`src/rtl/cbw_pkg.sv`:
```
package cbw_pkg;

   // Cycle kind resolved on the clock where the data lines are latched.
   typedef enum logic [1:0] {
      CYC_NONE  = 2'd0,
      CYC_LOAD  = 2'd1,
      CYC_BLOCK = 2'd2
   } cyc_kind_t;

endpackage

```
`src/rtl/cbw_strobe_decode.sv`:
```
module cbw_strobe_decode
   import cbw_pkg::*;
#(
   parameter int COL_W = 9,
   parameter int OFS_W = 2,
   parameter int DQ_W  = 4,
   localparam int HI_W = COL_W - OFS_W
) (
   input  logic             clk,
   input  logic             rst_n,
   input  logic             ras_n,
   input  logic             cas_n,
   input  logic             we_n,
   input  logic             dsf,
   input  logic [COL_W-1:0] col_addr,
   input  logic [DQ_W-1:0]  dq,
   input  logic [DQ_W-1:0]  wpb_en,
   output cyc_kind_t        ev_kind,
   output logic [HI_W-1:0]  ev_hi,
   output logic [DQ_W-1:0]  ev_dq,
   output logic [DQ_W-1:0]  ev_wpb
);

   logic            ras_q, cas_q;
   logic            dsf_row_q, dsf_col_q, pend_q;
   logic [HI_W-1:0] hi_q;

   logic            ras_fall, cas_fall, armed, fire;
   logic            dsf_row_eff, dsf_col_eff;
   logic [HI_W-1:0] hi_eff;
   cyc_kind_t       kind_nxt;

   // A column fall counts only while the row strobe is low.
   assign ras_fall    = ras_q & ~ras_n;
   assign cas_fall    = cas_q & ~cas_n & ~ras_n;
   assign dsf_row_eff = ras_fall ? dsf : dsf_row_q;
   assign dsf_col_eff = cas_fall ? dsf : dsf_col_q;
   assign hi_eff      = cas_fall ? col_addr[COL_W-1:OFS_W] : hi_q;

   // Armed from the column fall until the write strobe is also low.
   assign armed = (pend_q | cas_fall) & ~ras_n & ~cas_n;
   assign fire  = armed & ~we_n;

   always_comb begin
      kind_nxt = CYC_NONE;
      if (fire && dsf_col_eff)
         kind_nxt = dsf_row_eff ? CYC_LOAD : CYC_BLOCK;
   end

   always_ff @(posedge clk or negedge rst_n) begin
      if (!rst_n) begin
         ras_q     <= 1'b1;
         cas_q     <= 1'b1;
         dsf_row_q <= 1'b0;
         dsf_col_q <= 1'b0;
         pend_q    <= 1'b0;
         hi_q      <= '0;
         ev_kind   <= CYC_NONE;
         ev_hi     <= '0;
         ev_dq     <= '0;
         ev_wpb    <= '0;
      end else begin
         ras_q   <= ras_n;
         cas_q   <= cas_n;
         pend_q  <= armed & we_n;
         ev_kind <= kind_nxt;
         if (ras_fall) dsf_row_q <= dsf;
         if (cas_fall) begin
            dsf_col_q <= dsf;
            hi_q      <= col_addr[COL_W-1:OFS_W];
         end
         if (fire) begin
            ev_hi  <= hi_eff;
            ev_dq  <= dq;
            ev_wpb <= wpb_en;
         end
      end
   end

   AST_EVT_NEEDS_ROW: assert property (@(posedge clk) disable iff (!rst_n)
      (ev_kind != CYC_NONE) |-> !$past(ras_n));
   AST_ONE_EVT_PER_STROBE: assert property (@(posedge clk) disable iff (!rst_n)
      (ev_kind != CYC_NONE) |=> (ev_kind == CYC_NONE));

endmodule

```
`src/rtl/cbw_color_reg.sv`:
```
module cbw_color_reg #(
   parameter int              DQ_W    = 4,
   parameter logic [DQ_W-1:0] RST_VAL = '0
) (
   input  logic            clk,
   input  logic            rst_n,
   input  logic            ld,
   input  logic [DQ_W-1:0] d,
   output logic [DQ_W-1:0] q
);

   always_ff @(posedge clk or negedge rst_n) begin
      if (!rst_n)  q <= RST_VAL;
      else if (ld) q <= d;
   end

   AST_COLOR_HOLD: assert property (@(posedge clk) disable iff (!rst_n)
      !ld |=> $stable(q));
   AST_COLOR_TAKE: assert property (@(posedge clk) disable iff (!rst_n)
      ld |=> (q == $past(d)));

endmodule

```
`src/rtl/cbw_col_issuer.sv`:
```
module cbw_col_issuer #(
   parameter int COL_W = 9,
   parameter int OFS_W = 2,
   parameter int DQ_W  = 4,
   localparam int HI_W  = COL_W - OFS_W,
   localparam int LANES = 1 << OFS_W
) (
   input  logic             clk,
   input  logic             rst_n,
   input  logic             start,
   input  logic [LANES-1:0] start_mask,
   input  logic [HI_W-1:0]  start_hi,
   input  logic [DQ_W-1:0]  color,
   input  logic [DQ_W-1:0]  wpb,
   output logic             req_valid,
   output logic [COL_W-1:0] req_col,
   output logic [DQ_W-1:0]  req_data,
   output logic [DQ_W-1:0]  req_bitmask,
   output logic             done
);

   logic [LANES-1:0] rem_q, pick;
   logic [LANES:0]   lower_any;
   logic [HI_W-1:0]  hi_q;
   logic [DQ_W-1:0]  data_q, be_q;
   logic [OFS_W-1:0] ofs;

   // Lowest remaining lane wins: it is the next ascending offset.
   assign lower_any[0] = 1'b0;
   for (genvar i = 0; i < LANES; i++) begin : g_lane
      assign pick[i]        = rem_q[i] & ~lower_any[i];
      assign lower_any[i+1] = lower_any[i] | rem_q[i];
   end

   always_comb begin
      ofs = '0;
      for (int i = 0; i < LANES; i++)
         if (pick[i]) ofs = OFS_W'(i);
   end

   always_ff @(posedge clk or negedge rst_n) begin
      if (!rst_n) begin
         rem_q  <= '0;
         hi_q   <= '0;
         data_q <= '0;
         be_q   <= '0;
         done   <= 1'b0;
      end else if (start) begin
         rem_q  <= start_mask;
         hi_q   <= start_hi;
         data_q <= color;
         be_q   <= wpb;
         done   <= (start_mask == '0);
      end else begin
         rem_q <= rem_q & ~pick;
         done  <= (rem_q != '0) && ((rem_q & ~pick) == '0);
      end
   end

   assign req_valid   = |rem_q;
   assign req_col     = {hi_q, ofs};
   assign req_data    = data_q;
   assign req_bitmask = be_q;

   AST_START_WHEN_IDLE: assert property (@(posedge clk) disable iff (!rst_n)
      start |-> !req_valid);
   AST_ASCENDING: assert property (@(posedge clk) disable iff (!rst_n)
      (req_valid && $past(req_valid)) |-> (req_col[OFS_W-1:0] > $past(req_col[OFS_W-1:0])));
   AST_PAYLOAD_STABLE: assert property (@(posedge clk) disable iff (!rst_n)
      (req_valid && $past(req_valid)) |-> ($stable(req_data) && $stable(req_bitmask)
                                           && $stable(req_col[COL_W-1:OFS_W])));
   AST_DONE_AFTER_LAST: assert property (@(posedge clk) disable iff (!rst_n)
      (req_valid && ($countones(rem_q) == 1) && !start) |=> done);
   AST_DONE_QUIET: assert property (@(posedge clk) disable iff (!rst_n)
      done |-> !req_valid);

endmodule

```
`src/rtl/cbw_block_write.sv`:
```
module cbw_block_write
   import cbw_pkg::*;
#(
   parameter int COL_W = 9,
   parameter int OFS_W = 2,
   parameter int DQ_W  = 4
) (
   input  logic             clk,
   input  logic             rst_n,
   input  logic             ras_n,
   input  logic             cas_n,
   input  logic             we_n,
   input  logic             dsf,
   input  logic [COL_W-1:0] col_addr,
   input  logic [DQ_W-1:0]  dq,
   input  logic [DQ_W-1:0]  wpb_en,
   output logic             req_valid,
   output logic [COL_W-1:0] req_col,
   output logic [DQ_W-1:0]  req_data,
   output logic [DQ_W-1:0]  req_bitmask,
   output logic             bw_done
);

   localparam int HI_W  = COL_W - OFS_W;
   localparam int LANES = 1 << OFS_W;

   if (DQ_W != LANES) begin : g_bad_lanes
      $error("cbw_block_write: DQ_W must equal 2**OFS_W");
   end
   if (COL_W <= OFS_W) begin : g_bad_col
      $error("cbw_block_write: COL_W must exceed OFS_W");
   end

   cyc_kind_t       ev_kind;
   logic [HI_W-1:0] ev_hi;
   logic [DQ_W-1:0] ev_dq, ev_wpb, color;

   cbw_strobe_decode #(.COL_W(COL_W), .OFS_W(OFS_W), .DQ_W(DQ_W)) u_dec (
      .clk(clk), .rst_n(rst_n), .ras_n(ras_n), .cas_n(cas_n), .we_n(we_n),
      .dsf(dsf), .col_addr(col_addr), .dq(dq), .wpb_en(wpb_en),
      .ev_kind(ev_kind), .ev_hi(ev_hi), .ev_dq(ev_dq), .ev_wpb(ev_wpb)
   );

   cbw_color_reg #(.DQ_W(DQ_W)) u_color (
      .clk(clk), .rst_n(rst_n), .ld(ev_kind == CYC_LOAD), .d(ev_dq), .q(color)
   );

   cbw_col_issuer #(.COL_W(COL_W), .OFS_W(OFS_W), .DQ_W(DQ_W)) u_iss (
      .clk(clk), .rst_n(rst_n), .start(ev_kind == CYC_BLOCK),
      .start_mask(ev_dq[LANES-1:0]), .start_hi(ev_hi), .color(color), .wpb(ev_wpb),
      .req_valid(req_valid), .req_col(req_col), .req_data(req_data),
      .req_bitmask(req_bitmask), .done(bw_done)
   );

endmodule

```
`config.mk`:
```
export PLATFORM = sky130hd
export DESIGN_NAME = cbw_block_write
export DESIGN_NICKNAME = d
export VERILOG_FILES = /design/src/rtl/cbw_pkg.sv /design/src/rtl/cbw_strobe_decode.sv /design/src/rtl/cbw_color_reg.sv /design/src/rtl/cbw_col_issuer.sv /design/src/rtl/cbw_block_write.sv
export SDC_FILE = /design/constraint.sdc
export NUM_CORES = 1
export LEC_CHECK = 0
export ABC_CLOCK_PERIOD_IN_PS = 2900
export BUFFER_PORTS_ARGS = -buffer_cell sky130_fd_sc_hd__buf_2
export CAP_MARGIN = 20
export CORE_MARGIN = 2
export CORE_UTILIZATION = 57
export CTS_BUF_LIST = sky130_fd_sc_hd__clkbuf_16
export DETAILED_ROUTE_END_ITERATION = 8
export PLACE_DENSITY = 0.8
export SYNTH_ARGS = -nofsm -noshare
export SYNTH_HDL_FRONTEND = slang
export SYNTH_SLANG_ARGS = --single-unit
```
`constraint.sdc`:
```
create_clock -name clk -period 2.9 [get_ports clk]
set_input_delay 0.435 -clock clk [delete_from_list [all_inputs] [get_ports clk]]
set_output_delay 0.435 -clock clk [all_outputs]
set_load 0.02 [all_outputs]
```
# --- Yosys cells after proc, flatten, opt, wreduce, memory -nomap -nowiden ---
# Index checks and enable logic that the tools add are counted.
classes:
  n_addsub: 0
  multipliers: 0
  div: 0
  magnitude_cmp: 0
  n_eq_ne: 2
  shift: 0
  mux: 10
  bitwise_logic: 21
  reduce_logical: 6
op_table:
  columns: ["cell", "n"]
  rows:
  - ["bitwise AND 1 bit", 10]
  - ["zero test 4 bit", 2]
  - ["two-way mux 2 bit", 4]
  - ["two-way mux 7 bit", 1]
  - ["inverter 1 bit", 6]
  - ["bitwise AND 4 bit", 1]
  - ["two-way mux 1 bit", 4]
  - ["two-way mux 4 bit", 1]
  - ["inverter 4 bit", 1]
  - ["nonzero test 4 bit", 1]
  - ["OR reduction 4 bit", 1]
  - ["OR 1 bit", 3]
  - ["equality test 2 x 1 -> 1 bit, second input constant", 1]
  - ["equality test 2 bit, second input constant", 1]
  - ["logical AND 1 bit", 2]
word_totals:
  register_bits: 53
  latch_bits: 0
  ramBits: 0
  rom_bits: 0
  input_bits: 23
  output_inout_bits: 19
  wordCells: 55
  memories: 0

# --- Longest topological paths before layout ---
depth:
  depth_word: 9
  depth_mapped: 5
  depth_no_buf: 3

# --- Cells and area by module ---
# A second synthesis with hierarchy kept.
unflattened:
  cells_unflattened: 146
  area_unflattened_um2: 2185.8
by_module_without_submodules:
  columns: ["module", "n_inst", "cells_each", "area_each_um2", "seq_area_each_um2"]
  rows:
  - ["cbw_strobe_decode", 1, 76, 1216.2, 728.2]
  - ["cbw_col_issuer", 1, 60, 809.5, 500.5]
  - ["cbw_color_reg", 1, 8, 145.1, 100.1]
  - ["cbw_block_write", 1, 2, 15.0, 0.0]

# --- Worst setup path after synthesis ---
# Ideal clock, no wire load.
synth_timing:
  path_kind: "input to register"
  from: "input port cas_n"
  to: "register u_dec.ev_dq[0]"
  setup_ns: 0.125
  t_arrival_ns: 1.442
  required_time_ns: 2.775
  slack_ns: 1.334
  cell_stages: 4
  path_buffers: 1
  cell_sequence: "or3_1 -> buf_6 -> nor2_8 -> mux2_2"
synth_via:
  elab_chain_len: 7
synth_rtl:
  columns: ["element", "line", "source"]
  rows:
  - ["start: declaration", "cbw_block_write.sv:11", "input logic cas_n,"]
  - ["inverter 1 bit *", "cbw_strobe_decode.sv:35, cbw_strobe_decode.sv:41", null]
  - ["bitwise AND 1 bit (2 in a row)", "cbw_strobe_decode.sv:35", "assign cas_fall = cas_q & ~cas_n & ~ras_n;"]
  - ["OR 1 bit", "cbw_strobe_decode.sv:41", "assign armed = (pend_q | cas_fall) & ~ras_n & ~cas_n;"]
  - ["bitwise AND 1 bit", "cbw_strobe_decode.sv:41", null]
  - ["bitwise AND 1 bit *", "cbw_strobe_decode.sv:41", null]
  - ["bitwise AND 1 bit *", "cbw_strobe_decode.sv:42", "assign fire = armed & ~we_n;"]
  - ["end signal: assignment", "cbw_strobe_decode.sv:74", "ev_dq <= dq;"]
  - ["end: declaration", "cbw_strobe_decode.sv:20", "output logic [DQ_W-1:0] ev_dq,"]
# Every way passes the cells marked *; elsewhere a longest branch is shown, timed or not.
# A chain may end at the register's enable or synchronous reset.

# --- Worst setup path after layout ---
layout_timing:
  from: "register u_iss.rem_q[2]"
  to: "output port req_col[0]"
layout_via:
  elab_chain_len: 4
  elab_cells_between_ends: 6
  cone_classes: "2 x mux; 4 x bitwise"
layout_rtl:
  columns: ["element", "line", "source"]
  rows:
  - ["start: declaration", "cbw_col_issuer.sv:22", "logic [LANES-1:0] rem_q, pick;"]
  - ["start signal: assignment", "cbw_col_issuer.sv:49", "rem_q <= start_mask;"]
  - ["start signal: assignment", "cbw_col_issuer.sv:55", "rem_q <= rem_q & ~pick;"]
  - ["OR 1 bit", "cbw_col_issuer.sv:32", "assign lower_any[i+1] = lower_any[i] | rem_q[i];"]
  - ["inverter 1 bit", "cbw_col_issuer.sv:31", "assign pick[i] = rem_q[i] & ~lower_any[i];"]
  - ["bitwise AND 1 bit", "cbw_col_issuer.sv:31", null]
  - ["two-way mux 2 bit *", "cbw_col_issuer.sv:38", "if (pick[i]) ofs = OFS_W'(i);"]
  - ["end: declaration", "cbw_block_write.sv:18", "output logic [COL_W-1:0] req_col,"]
# Marked as above.

==> results.sh <==
export IMPL_powerDensity_mw_per_mm2=763.5
export IMPL_die_h_um=65.71
export IMPL_syn_nets=207
export IMPL_drv_cap=0
export IMPL_drive_above_1_share=0.3319
export IMPL_viasPerCell=5.527
export IMPL_port_buffers=39
export IMPL_htree_num_levels=2
export IMPL_ys_top_cells_by_area="dfrtp_1, mux2_2, nand2_1, dfstp_2, a32oi_1"
export IMPL_ir_drop_mv=0.5116
export IMPL_tns_ns=0
export IMPL_leakage_nw=1.287
export IMPL_ys_types=35
export IMPL_syn2layout_area_growth_pct=19.08
export IMPL_route_met2_wl_um=1984
export IMPL_grt_pass1_vias=1543
export IMPL_place_area_sq_mm=0.002422
export IMPL_rows=22
export IMPL_crit_path_start_kind="flop"
export IMPL_cts_tree="done"
export IMPL_slew_headroom=0.5156
export IMPL_fin_skew_ns=0.004653
export IMPL_synth_seq_cells=53
export IMPL_diodes=0
export IMPL_wl_um=4050
export IMPL_place_congestion=0.7433
export IMPL_cts_repair_resized=0
export IMPL_clk_pin_slew_worst_paths_ns=0.06
export IMPL_yosys_most_used_dff="dfrtp_1"
export IMPL_multi_input_area_sq_um=804.5
export IMPL_worstSetupPathType="flop to output pin"
export IMPL_outcome="complete, no violations"
export IMPL_fmax_ghz=0.6130
export IMPL_pin_count=42
export IMPL_grt_max_degree=33
export IMPL_drt_pass1_iter_count=4
export IMPL_cts_buffers=5
export IMPL_dieArea_sq_mm=0.004318
export IMPL_async_flop_share=1.000
export IMPL_synth_top_area_frac=0.5879
export IMPL_wl_per_cell_um=14.62
export IMPL_hpwl_um=2662
export IMPL_synth_seq_area_share=0.6121
export IMPL_cts_setup_buffers=0
export IMPL_final_fill_count=280
export IMPL_die_w_um=65.71
export IMPL_synth_area_per_cell_sq_um=11.80
export IMPL_antenna_found_initial=0
export IMPL_num_vias=1531
export IMPL_routed_top_layer="met4"
export IMPL_critPathCaptureType="output pin"
export IMPL_grtUsageTotal=0.2232
export IMPL_fin_nets=251
export IMPL_layout_cells_non_filler=277
export IMPL_cts_sinks=53
export IMPL_rsz0062_at_grt="false"
export IMPL_clk_latency_ns=0.29
export IMPL_layout_commonest_cell="nand2_1"
export IMPL_synth_area_sq_mm=0.002171
export IMPL_cts_root_buf="clkbuf_16"
export IMPL_fin_crit_ns=1.631
export IMPL_hold_class="input pin to async pin"
export IMPL_dp_cells=269
export IMPL_hold_buffers=0
export IMPL_finalCritPeriodShare=0.5625
export IMPL_drt_met1_wl_um=1772
export IMPL_grt_pass1_wl_um=7058
export IMPL_critPathArrivalTime_ns=1.20
export IMPL_overflow=0
export IMPL_drt_iter0_markers=98
export IMPL_met3_wirelength_um=204
export IMPL_worstPathMaxFanout=6
export IMPL_ant_nets=0
export IMPL_synth_cells=184
export IMPL_start_util=0.5930
export IMPL_yosys_warnings=0
export IMPL_final_cell_mix="nand2_1, dfrtp_1, buf_2"
export IMPL_setup_viol=0
export IMPL_synth_edf_count=0
export IMPL_clk_path_buf_depth=2
export IMPL_core_sq_mm=0.003661
export IMPL_hold_viol_final=0
export IMPL_fin_area_sq_mm=0.002585
export IMPL_tightest_slew_ns=0.7247
export IMPL_slew_viol_final=0
export IMPL_yosys_area_top_type="dfrtp_1"
export IMPL_seq_area_sq_mm=0.001329
export IMPL_required_ns=2.47
export IMPL_drcViolationCount=0
==> cell families after synthesis <==
kind of cell / Yosys count / synth area share
simple gates: 81 / 0.1850
flops: 53 / 0.6121
mux: 21 / 0.1084
compound gates: 20 / 0.07320
buf+inv: 8 / 0.01729
xor+xnor: 1 / 0.004035
==> critical path: stages, from the launching register on <==
cell and delay (ns):
dfrtp_1 0.44, nand2b_1 0.17, a21oi_1 0.13, buf_2 0.17
==> area by class of cell <==
type | instances | share of cell area
inverter | 3 | 0.004356
clock inverter | 3 | 0.01452
timing repair buffer | 42 | 0.08422
multi-input combinational | 123 | 0.3112
tap | 48 | 0.02323
sequential | 53 | 0.5140
clock buffer | 5 | 0.04840
==> metrics by stage <==
step                  util  worst slack [ns]  total power (W)  hold WS, ns
floorplan                -             1.334         0.001203       0.1394
global placement    0.6617            0.9990         0.001331       0.4137
detailed placement  0.6617            0.9790         0.001345       0.4115
CTS                 0.7061             1.260         0.001992       0.1104
global route        0.7061             1.163         0.002083       0.1330
finish              0.7061             1.269         0.001974      0.09625
==> final timing paths <==
path | from | endpoint | slack (ns) | cells after the start
min reg2reg | u_dec.ev_wpb[3]$_DFFE_PN0P_ | u_iss.req_bitmask[3]$_DFFE_PN0P_ | 0.46 | 2
max | u_iss.rem_q[2]$_DFF_PN0_ | req_col[0] | 1.27 | 3
max reg2reg | u_dec.cas_q$_DFF_PN1_ | u_dec.ev_kind[1]$_DFF_PN0_ | 1.28 | 3
max in group asynchronous | rst_n | u_dec.hi_q[3]$_DFF_PN0_ | 2.04 | 2
min | rst_n | u_iss.hi_q[1]$_DFFE_PN0P_ | 0.1 | 1
min in group clk | cas_n | u_dec.cas_q$_DFF_PN1_ | 0.32 | 1
==> Yosys cell counts, drive strengths merged (3+ instances only) <==
cell type and number:
nand2b 4, dfrtp 51, inv 3, nand2 56
nor4b 3, clkbuf 4, a32oi 6, a22oi 6
mux2 20, nor2 6
==> where the power goes <==
part / switching, W / total [W] / internal (W)
clock network: 0.000239 / 0.000640 / 0.000401
registers: 0.0000866 / 0.000973 / 0.000886
logic: 0.000209 / 0.000361 / 0.000152
total: 0.000535 / 0.00197 / 0.00144
==> routing by layer <==
layer,GRT usage,up-vias
li1,-,725
met1,0.2934,757
met2,0.3485,40
met3,0.06164,9
met4,0.09635,0
met5,0,-
==> registers in the layout, indices dropped and copies added (netlist names) <==
name and cells:
u_dec.cas_q 1, u_iss.rem_q 4, u_dec.ev_kind 2, u_dec.ras_q 1
u_dec.ev_hi 7, u_dec.dsf_row_q 1, u_iss.done 1, u_iss.hi_q 7
u_dec.ev_dq 4, u_color.q 4, u_dec.hi_q 7, u_iss.req_bitmask 4
u_dec.ev_wpb 4, u_iss.req_data 4, u_dec.dsf_col_q 1, u_dec.pend_q 1
Power figures use the tool's default switching activity.
